File: src/rtl/pm_pkg.sv
package pm_pkg;

  // Events passed from the front end and span counter to the result stage.
  typedef struct packed {
    logic rise;     // synchronised rising edge of the measured clock
    logic expired;  // span counter saturated with no edge this cycle
  } pm_evt_t;

  // Counter width able to hold the timeout limit itself.
  function automatic int unsigned pm_cnt_width(input int unsigned limit);
    return $clog2(limit + 1);
  endfunction

endpackage

File: src/rtl/pm_edge_sync.sv
module pm_edge_sync #(
  parameter int unsigned STAGES = 2
) (
  input  logic clk,
  input  logic rst_n,
  input  logic async_i,
  output logic rise_o
);

  logic [STAGES-1:0] stage_q;
  logic [STAGES-1:0] stage_d;
  logic              hist_q;
  logic              hist_d;

  // Shift chain, one flop per stage.
  for (genvar i = 0; i < STAGES; i++) begin : g_stage
    if (i == 0) begin : g_first
      assign stage_d[i] = async_i;
    end else begin : g_rest
      assign stage_d[i] = stage_q[i-1];
    end
  end

  always_comb begin
    hist_d = stage_q[STAGES-1];
  end

  always_ff @(posedge clk or negedge rst_n) begin
    if (!rst_n) begin
      stage_q <= '0;
      hist_q  <= 1'b0;
    end else begin
      stage_q <= stage_d;
      hist_q  <= hist_d;
    end
  end

  assign rise_o = stage_q[STAGES-1] & ~hist_q;

  AST_RISE_SINGLE: assert property (@(posedge clk) disable iff (!rst_n)
    rise_o |=> !rise_o);

endmodule

File: src/rtl/pm_span_counter.sv
module pm_span_counter #(
  parameter int unsigned LIMIT = 64,
  parameter int unsigned W     = 7
) (
  input  logic         clk,
  input  logic         rst_n,
  input  logic         restart_i,
  output logic [W-1:0] span_o,
  output logic         expired_o
);

  localparam logic [W-1:0] LIM_V = W'(LIMIT);
  localparam logic [W-1:0] ONE_V = W'(1);

  logic [W-1:0] span_q;
  logic [W-1:0] span_d;
  logic         at_lim;
  logic         span_en;

  always_comb begin
    at_lim  = (span_q == LIM_V);
    span_en = restart_i | ~at_lim;
    if (restart_i) begin
      span_d = ONE_V;
    end else begin
      span_d = span_q + ONE_V;
    end
  end

  always_ff @(posedge clk or negedge rst_n) begin
    if (!rst_n) begin
      span_q <= '0;
    end else if (span_en) begin
      span_q <= span_d;
    end
  end

  assign span_o    = span_q;
  assign expired_o = at_lim & ~restart_i;

  AST_SPAN_BOUND: assert property (@(posedge clk) disable iff (!rst_n)
    span_q <= LIM_V);
  AST_SPAN_RESTART: assert property (@(posedge clk) disable iff (!rst_n)
    restart_i |=> (span_q == ONE_V));

endmodule

File: src/rtl/pm_result.sv
module pm_result
  import pm_pkg::*;
#(
  parameter int unsigned LIMIT = 64,
  parameter int unsigned W     = 7
) (
  input  logic         clk,
  input  logic         rst_n,
  input  pm_evt_t      evt_i,
  input  logic [W-1:0] span_i,
  output logic [W-1:0] period_o,
  output logic         valid_o,
  output logic         dead_o,
  output logic         upd_o
);

  localparam logic [W-1:0] LIM_V = W'(LIMIT);

  logic         armed_q, armed_d;
  logic         valid_q, valid_d;
  logic         dead_q,  dead_d;
  logic         upd_q,   upd_d;
  logic [W-1:0] period_q, period_d;
  logic         period_en;

  always_comb begin
    armed_d   = armed_q;
    valid_d   = valid_q;
    dead_d    = dead_q;
    upd_d     = 1'b0;
    period_d  = period_q;
    period_en = 1'b0;
    if (evt_i.expired) begin
      armed_d   = 1'b0;
      valid_d   = 1'b0;
      dead_d    = 1'b1;
      period_d  = '0;
      period_en = 1'b1;
    end else if (evt_i.rise) begin
      armed_d = 1'b1;
      dead_d  = 1'b0;
      if (armed_q) begin
        period_d  = span_i;
        period_en = 1'b1;
        valid_d   = 1'b1;
        upd_d     = 1'b1;
      end
    end
  end

  always_ff @(posedge clk or negedge rst_n) begin
    if (!rst_n) begin
      armed_q <= 1'b0;
      valid_q <= 1'b0;
      dead_q  <= 1'b0;
      upd_q   <= 1'b0;
    end else begin
      armed_q <= armed_d;
      valid_q <= valid_d;
      dead_q  <= dead_d;
      upd_q   <= upd_d;
    end
  end

  always_ff @(posedge clk or negedge rst_n) begin
    if (!rst_n) begin
      period_q <= '0;
    end else if (period_en) begin
      period_q <= period_d;
    end
  end

  assign period_o = period_q;
  assign valid_o  = valid_q;
  assign dead_o   = dead_q;
  assign upd_o    = upd_q;

  AST_UPD_VALID: assert property (@(posedge clk) disable iff (!rst_n)
    upd_q |-> valid_q);
  AST_UPD_SINGLE: assert property (@(posedge clk) disable iff (!rst_n)
    upd_q |=> !upd_q);
  AST_FIRST_EDGE_QUIET: assert property (@(posedge clk) disable iff (!rst_n)
    (evt_i.rise && !armed_q) |=> !upd_q);
  AST_DEAD_ZERO: assert property (@(posedge clk) disable iff (!rst_n)
    dead_q |-> (!valid_q && period_q == '0));
  AST_PERIOD_RANGE: assert property (@(posedge clk) disable iff (!rst_n)
    upd_q |-> (period_q >= W'(2) && period_q <= LIM_V));
  AST_RISE_REVIVES: assert property (@(posedge clk) disable iff (!rst_n)
    evt_i.rise |=> !dead_q);

endmodule

File: src/rtl/pm_period_meter.sv
module pm_period_meter
  import pm_pkg::*;
#(
  parameter int unsigned TIMEOUT_CYC = 64,
  parameter int unsigned SYNC_STAGES = 2,
  parameter int unsigned CNT_W       = pm_cnt_width(TIMEOUT_CYC)
) (
  input  logic             clk,
  input  logic             rst_n,
  input  logic             meas_clk_i,
  output logic [CNT_W-1:0] period_o,
  output logic             valid_o,
  output logic             dead_o,
  output logic             upd_o
);

  pm_evt_t          evt;
  logic             rise;
  logic             expired;
  logic [CNT_W-1:0] span;

  pm_edge_sync #(
    .STAGES (SYNC_STAGES)
  ) sync_i (
    .clk     (clk),
    .rst_n   (rst_n),
    .async_i (meas_clk_i),
    .rise_o  (rise)
  );

  pm_span_counter #(
    .LIMIT (TIMEOUT_CYC),
    .W     (CNT_W)
  ) span_i (
    .clk       (clk),
    .rst_n     (rst_n),
    .restart_i (rise),
    .span_o    (span),
    .expired_o (expired)
  );

  always_comb begin
    evt.rise    = rise;
    evt.expired = expired;
  end

  pm_result #(
    .LIMIT (TIMEOUT_CYC),
    .W     (CNT_W)
  ) res_i (
    .clk      (clk),
    .rst_n    (rst_n),
    .evt_i    (evt),
    .span_i   (span),
    .period_o (period_o),
    .valid_o  (valid_o),
    .dead_o   (dead_o),
    .upd_o    (upd_o)
  );

  AST_EVT_EXCLUSIVE: assert property (@(posedge clk) disable iff (!rst_n)
    !(rise && expired));

endmodule

File: config.mk
export PLATFORM = sky130hd
export DESIGN_NAME = pm_period_meter
export DESIGN_NICKNAME = d
export VERILOG_FILES = /design/src/rtl/pm_pkg.sv /design/src/rtl/pm_edge_sync.sv /design/src/rtl/pm_span_counter.sv /design/src/rtl/pm_result.sv /design/src/rtl/pm_period_meter.sv
export SDC_FILE = /design/constraint.sdc
export NUM_CORES = 1
export LEC_CHECK = 0
export BUFFER_PORTS_ARGS = -buffer_cell sky130_fd_sc_hd__clkbuf_2
export CAP_MARGIN = 10
export CORE_MARGIN = 4
export CORE_UTILIZATION = 53
export CTS_CLUSTER_DIAMETER = 120
export DETAILED_ROUTE_END_ITERATION = 10
export PLACE_DENSITY = 0.75
export SYNTH_ARGS = -nofsm -noshare
export SYNTH_HDL_FRONTEND = slang
export SYNTH_SLANG_ARGS = --single-unit
export TNS_END_PERCENT = 10
File: constraint.sdc
create_clock -name clk -period 1.8 [get_ports clk]
set_clock_uncertainty 0.15 [all_clocks]
set_input_delay 0.18 -clock clk [delete_from_list [all_inputs] [get_ports clk]]
set_output_delay 0.18 -clock clk [all_outputs]
set_load 0.005 [all_outputs]
==> flow_summary.json, run 1 <==
{
  "area_growth_syn_to_layout_pct": 14.9,
  "outcome": "finished clean",
  "synth.distinct_cells": 24,
  "layout_common_cells": "dfrtp_1 (21), clkbuf_2 (12), a22o_1 (7), a21oi_1 (5)",
  "post_synth_inst_count": 71,
  "postSynthNetCount": 76,
  "finalCriticalPeriod_ns": 1.67,
  "initial_utilization_pct": 56.9,
  "die-width_um": 48.4,
  "irDropWorstVdd_uv": 599,
  "setup.worst_path.end_class": "flop",
  "setup.worst_path.start_class": "flop",
  "max_freq_ghz": 0.600,
  "detailed_route_wl_mm": 1.46,
  "globalRoute.totalOverflow": 0,
  "antenna_violations_before_repair": 0,
  "num_vias": 611,
  "cp_slowest_stage_delay_ns": 0.46,
  "layout-drive-gt1-share_pct": 22.5,
  "worst-setup-path-type": "flop to flop",
  "slew-limit-headroom_pct": 67.7,
  "timing_hold_violations_final": 0,
  "first_drt_iteration_drcs": 11,
  "worst_pin_slew_ns": 0.484,
  "syn-cell-area_um2": 867,
  "kind_of_cell_adding_the_most_delay_to_the_critical_path": "compound AO/OA/AOI/OAI gates",
  "clkSlewWorstSetupHoldPaths_ns": 0.11,
  "number_of_synthesized_flops_with_an_enable_pin": 0,
  "setup_total_negative_slack_ns": 0,
  "globalplace.congestion": 0.766,
  "holdBufCountCts": 2,
  "worst-endpoint-arrival_ns": 1.75,
  "die_area_um2": 2350,
  "cts.sinks": 21,
  "worst_hold_path_type": "flop to flop",
  "floorplan.die.height_um": 48.4,
  "grt_usage_pct": 13.7,
  "postSynth.asyncResetShare_pct": 100,
  "grt_start_max_net_pins": 22,
  "num-nets-final": 95,
  "grt_first_pass_wirelength_mm": 2.64,
  "cts_buffer_count": 3,
  "timing.critical_path.required_ns": 1.89,
  "postSynth.topFlopCell": "dfrtp_1",
  "netlist_top_cells_area": "dfrtp_1 (61%), a22o_1 (7.1%), a21oi_1 (2.9%)",
  "cts.htree.levels": 1,
  "antennaDiodeCount": 0,
  "timing_max_transition_violations_final": 0,
  "dr.pass1.iters": 4,
  "synth_largest_type_area_fraction_pct": 60.6,
  "maxCapViolCount": 0,
  "wire_per_inst_um": 13.9,
  "critical_path.n_buffers_inverters": 1,
  "finalSetupViolations": 0,
  "tritoncts": "yes",
  "worst-path-max-fanout": 7,
  "crit_path_cell_trace": "inv_1 > ha_1 > and2_1 > a31oi_2 > a22o_1",
  "drc": 0,
  "ctsRootBufferMaster": "clkbuf_4",
  "placed_area_um2": 950,
  "yosysWarningCount": 0,
  "drt-vias-per-instance": 5.82,
  "rows": 14,
  "post-route-cell-area_um2": 996,
  "io-pin-count": 13,
  "total_leakage_power_nw": 0.467,
  "synth_seq_area_share_pct": 60.6,
  "cts_setup_buffers": 0,
  "antenna_violating_nets_post_route": 0,
  "syn_area_cell_um2": 12.2,
  "fp.coreArea_um2": 1520,
  "port_buffers": 12,
  "synthDominantAreaCellType": "dfrtp_1",
  "grt_pass1_vias": 574,
  "clk_path_buf_depth": 2,
  "hpwlAfterDp_mm": 1.06,
  "layout.cells.most_common": "dfrtp_1",
  "min_period_over_period_pct": 92.7,
  "critical_path_cell_with_the_highest_stage_delay": "dfrtp_1",
  "rsz0062_at_grt": "false",
  "synth.ff_latch_count": 21,
  "powerDensity_nw_per_um2": 1120,
  "number_of_instances_resized_during_post_cts_repair": 0,
  "worstSkewPairLatency_ns": 0.29
}
-- stage by stage --
| stage | worst slack [ns] | util, % | total power, mW | cells | hold WS [ns] |
|---|---|---|---|---|---|
| finish | 0.132 | 65.4 | 1.12 | 105 | 0.213 |
| global route | 0.0152 | 65.4 | 1.20 | 105 | 0.230 |
| CTS | 0.138 | 65.4 | 1.13 | 105 | 0.216 |
| detailed placement | 0.167 | 62.3 | 0.914 | 99 | 0.0143 |
| global placement | 0.227 | 62.3 | 0.906 | 99 | 0.0104 |
| floorplan | 0.306 | - | 0.817 | 71 | -0.266 |
-- cells by family (layout without fill, tap and decap cells) --
kind of cell,count (synthesis),in the layout,share of synthesized area (%)
flops,21,21,60.6
compound gates,20,20,15.7
xor+xnor,2,2,2.02
buf+inv,3,21,1.44
simple gates,23,23,17.3
fa+ha+maj,2,2,2.89
-- sequential cells by signal, indices dropped and copies added (netlist names) --
| signal | flops |
|---|---|
| sync_i.stage_q | 2 |
| res_i.valid_o | 1 |
| sync_i.hist_q | 1 |
| res_i.armed_q | 1 |
| res_i.upd_o | 1 |
| res_i.period_o | 7 |
| span_i.span_o | 7 |
| res_i.dead_o | 1 |
-- synth_stat cells (2+ instances only) --
cell / number
xor2_1: 2
nor2_1: 3
a22o_1: 7
a21oi_1: 5
o21ai_0: 2
inv_1: 2
or3_1: 2
nand3b_1: 2
o21ai_1: 4
dfrtp_1: 21
nand2_1: 4
nand3_1: 4
ha_1: 2
-- final timing paths --
check	cells past startpoint	startpoint	endpoint	slack (ns)
worst min-delay path	0	sync_i.stage_q[0]	sync_i.stage_q[1]	0.21
worst max register to register	5	span_i.span_o[0]	res_i.period_o[5]	0.13
min in group asynchronous	2	rst_n	res_i.upd_o	0.23
max in group asynchronous	2	rst_n	span_i.span_o[5]	0.95
worst max-delay path	5	span_i.span_o[0]	res_i.period_o[5]	0.13
worst min register to register	0	sync_i.stage_q[0]	sync_i.stage_q[1]	0.21
-- power breakdown --
part	switching [mW]	internal, mW	total [mW]
combinational	0.130	0.136	0.267
sequential	0.0971	0.542	0.639
clock	0.128	0.0862	0.214
-- final cells by class --
cell class | count | area [um2]
fillers | 124 | 528
flip-flops and latches | 21 | 526
multi-input cells | 47 | 329
repair buffers | 15 | 87.6
clock buffers | 4 | 26.3
well taps | 16 | 20.0
inverters | 2 | 7.51
-- routing by layer --
layer,vias up,part of all wire [%],global-route usage (%)
li1,293,-,-
met1,299,48,19.4
met2,15,46,20.7
met3,4,4.0,2.45
met4,0,1.5,5.53
met5,-,0,0
Power figures use the tool's default switching activity.
==> run 2: changes to the inputs <==
--- a/config.mk
+++ b/config.mk
@@ -12,6 +12,7 @@
 export CTS_CLUSTER_DIAMETER = 120
 export DETAILED_ROUTE_END_ITERATION = 10
 export PLACE_DENSITY = 0.75
+export RECOVER_POWER = 50
 export SYNTH_ARGS = -nofsm -noshare
 export SYNTH_HDL_FRONTEND = slang
 export SYNTH_SLANG_ARGS = --single-unit
==> flow_summary.json, run 2 (synthesis gave the netlist of run 1 again) <==
{
  "outcome": "finished clean",
  "combinationalPowerShare_pct": 23.7,
  "fp.coreArea_um2": 1520,
  "num_vias": 609,
  "hpwlAfterDp_mm": 1.06,
  "finish.cell_count_without_fillers": 105,
  "antenna_violating_nets_post_route": 0,
  "powerDensity_nw_per_um2": 1130,
  "finalSetupViolations": 0,
  "layout-drive-gt1-share_pct": 20.2,
  "die-width_um": 48.4,
  "port_buffers": 12,
  "worst_pin_slew_ns": 1.05,
  "slew-limit-headroom_pct": 30.3,
  "number_of_instances_resized_during_post_cts_repair": 0,
  "grt_usage_pct": 13.7,
  "worst-r2r-setup-slack_ns": 0.14,
  "drc": 0,
  "grt_start_max_net_pins": 22,
  "worst-endpoint-arrival_ns": 1.75,
  "antenna_violations_before_repair": 0,
  "timing_hold_violations_final": 0,
  "rows": 14,
  "die_area_um2": 2350,
  "dr.pass1.iters": 4,
  "timing_max_transition_violations_final": 0,
  "irDropWorstVdd_uv": 599,
  "worstSkewPairLatency_ns": 0.29,
  "cts.htree.levels": 1,
  "globalRoute.totalOverflow": 0,
  "setup.worst_path.end_class": "flop",
  "cts_setup_buffers": 0,
  "max_freq_ghz": 0.602,
  "clk_path_buf_depth": 2,
  "cts.sinks": 21,
  "num-nets-final": 95,
  "p_sw_share_pct": 31.8,
  "setup.worst_path.start_class": "flop",
  "grt_pass1_vias": 574,
  "rsz0062_at_grt": "false",
  "setup_slack_ns": 0.139,
  "detailed_route_wl_mm": 1.46,
  "io-pin-count": 13,
  "grt_first_pass_wirelength_mm": 2.64,
  "worst_hold_path_type": "flop to flop",
  "worst-setup-path-type": "flop to flop",
  "post-place-ws_ns": 0.167,
  "part_of_the_total_power_dissipated_in_the_clock_network_pct": 19.2,
  "place_inst": 99,
  "worst-path-max-fanout": 7,
  "wire_per_inst_um": 13.9,
  "tritoncts": "yes",
  "cts_buffer_count": 3,
  "layout_common_cells": "dfrtp_1 (21), clkbuf_2 (11), a22o_1 (7), a21oi_1 (5)",
  "maxCapViolCount": 0,
  "total_leakage_power_nw": 0.460,
  "clkSlewWorstSetupHoldPaths_ns": 0.11,
  "seq_power_share_pct": 57.1,
  "finalCriticalPeriod_ns": 1.66,
  "layout.cells.most_common": "dfrtp_1",
  "area_growth_syn_to_layout_pct": 14.3,
  "first_drt_iteration_drcs": 11,
  "drt-vias-per-instance": 5.80,
  "floorplan.die.height_um": 48.4,
  "timing.critical_path.required_ns": 1.89,
  "netSwitchingPower_uw": 355,
  "setup_total_negative_slack_ns": 0,
  "globalplace.congestion": 0.766,
  "report.power.total_mw": 1.12,
  "ctsRootBufferMaster": "clkbuf_4",
  "holdBufCountCts": 2,
  "initial_utilization_pct": 56.9,
  "internal_cell_power_uw": 763,
  "antennaDiodeCount": 0,
  "min_period_over_period_pct": 92.3
}
[run 2: layout make-up]
type,count,area [um2]
Clock buffer,4,26.3
Fill cell,126,533
Inverter,2,7.51
Multi-Input combinational cell,47,329
Sequential cell,21,526
Tap cell,16,20.0
Timing Repair Buffer,15,82.6
[run 2: metrics by stage]
| step | util (%) | cell area (um2) | hold slack [ns] |
|---|---|---|---|
| 5_1_grt | 65.0 | 991 | 0.230 |
| 2_1_floorplan | - | 867 | -0.266 |
| 6_report | 65.0 | 991 | 0.214 |
| 4_1_cts | 65.4 | 996 | 0.216 |
| 3_3_place_gp | 62.3 | 950 | 0.0104 |
| 3_5_place_dp | 62.3 | 950 | 0.0143 |
[run 2: power groups by stage]
stage          clock network, mW  registers [mW]  logic, mW
2_1_floorplan                  0           0.629      0.187
3_3_place_gp                   0           0.645      0.260
3_5_place_dp                   0           0.650      0.264
4_1_cts                    0.223           0.640      0.269
5_1_grt                    0.252           0.652      0.297
6_report                   0.215           0.639      0.265
[run 2: path summary, 6_finish.rpt]
path	cells after the start	startpoint	endpoint
worst min-delay path	0	sync_i.stage_q[0]	sync_i.stage_q[1]
worst max-delay path	5	span_i.span_o[0]	res_i.period_o[5]
worst min register to register	0	sync_i.stage_q[0]	sync_i.stage_q[1]
worst max register to register	5	span_i.span_o[0]	res_i.period_o[5]
min in group asynchronous	2	rst_n	res_i.valid_o
max in group asynchronous	2	rst_n	span_i.span_o[6]
[run 2: worst max-delay path, cell delays in order, from the launching register on]
cell,delay [ns]
dfrtp_1,0.46
inv_1,0.09
ha_1,0.21
and2_1,0.19
a31oi_2,0.34
a22o_1,0.18
[run 2: routing by layer]
layer | vias to the layer above | global-route usage [%] | wire length, um
li1 | 293 | - | -
met1 | 297 | 19.4 | 707
met2 | 15 | 20.7 | 675
met3 | 4 | 2.45 | 59
met4 | 0 | 5.53 | 22
met5 | - | 0 | 0
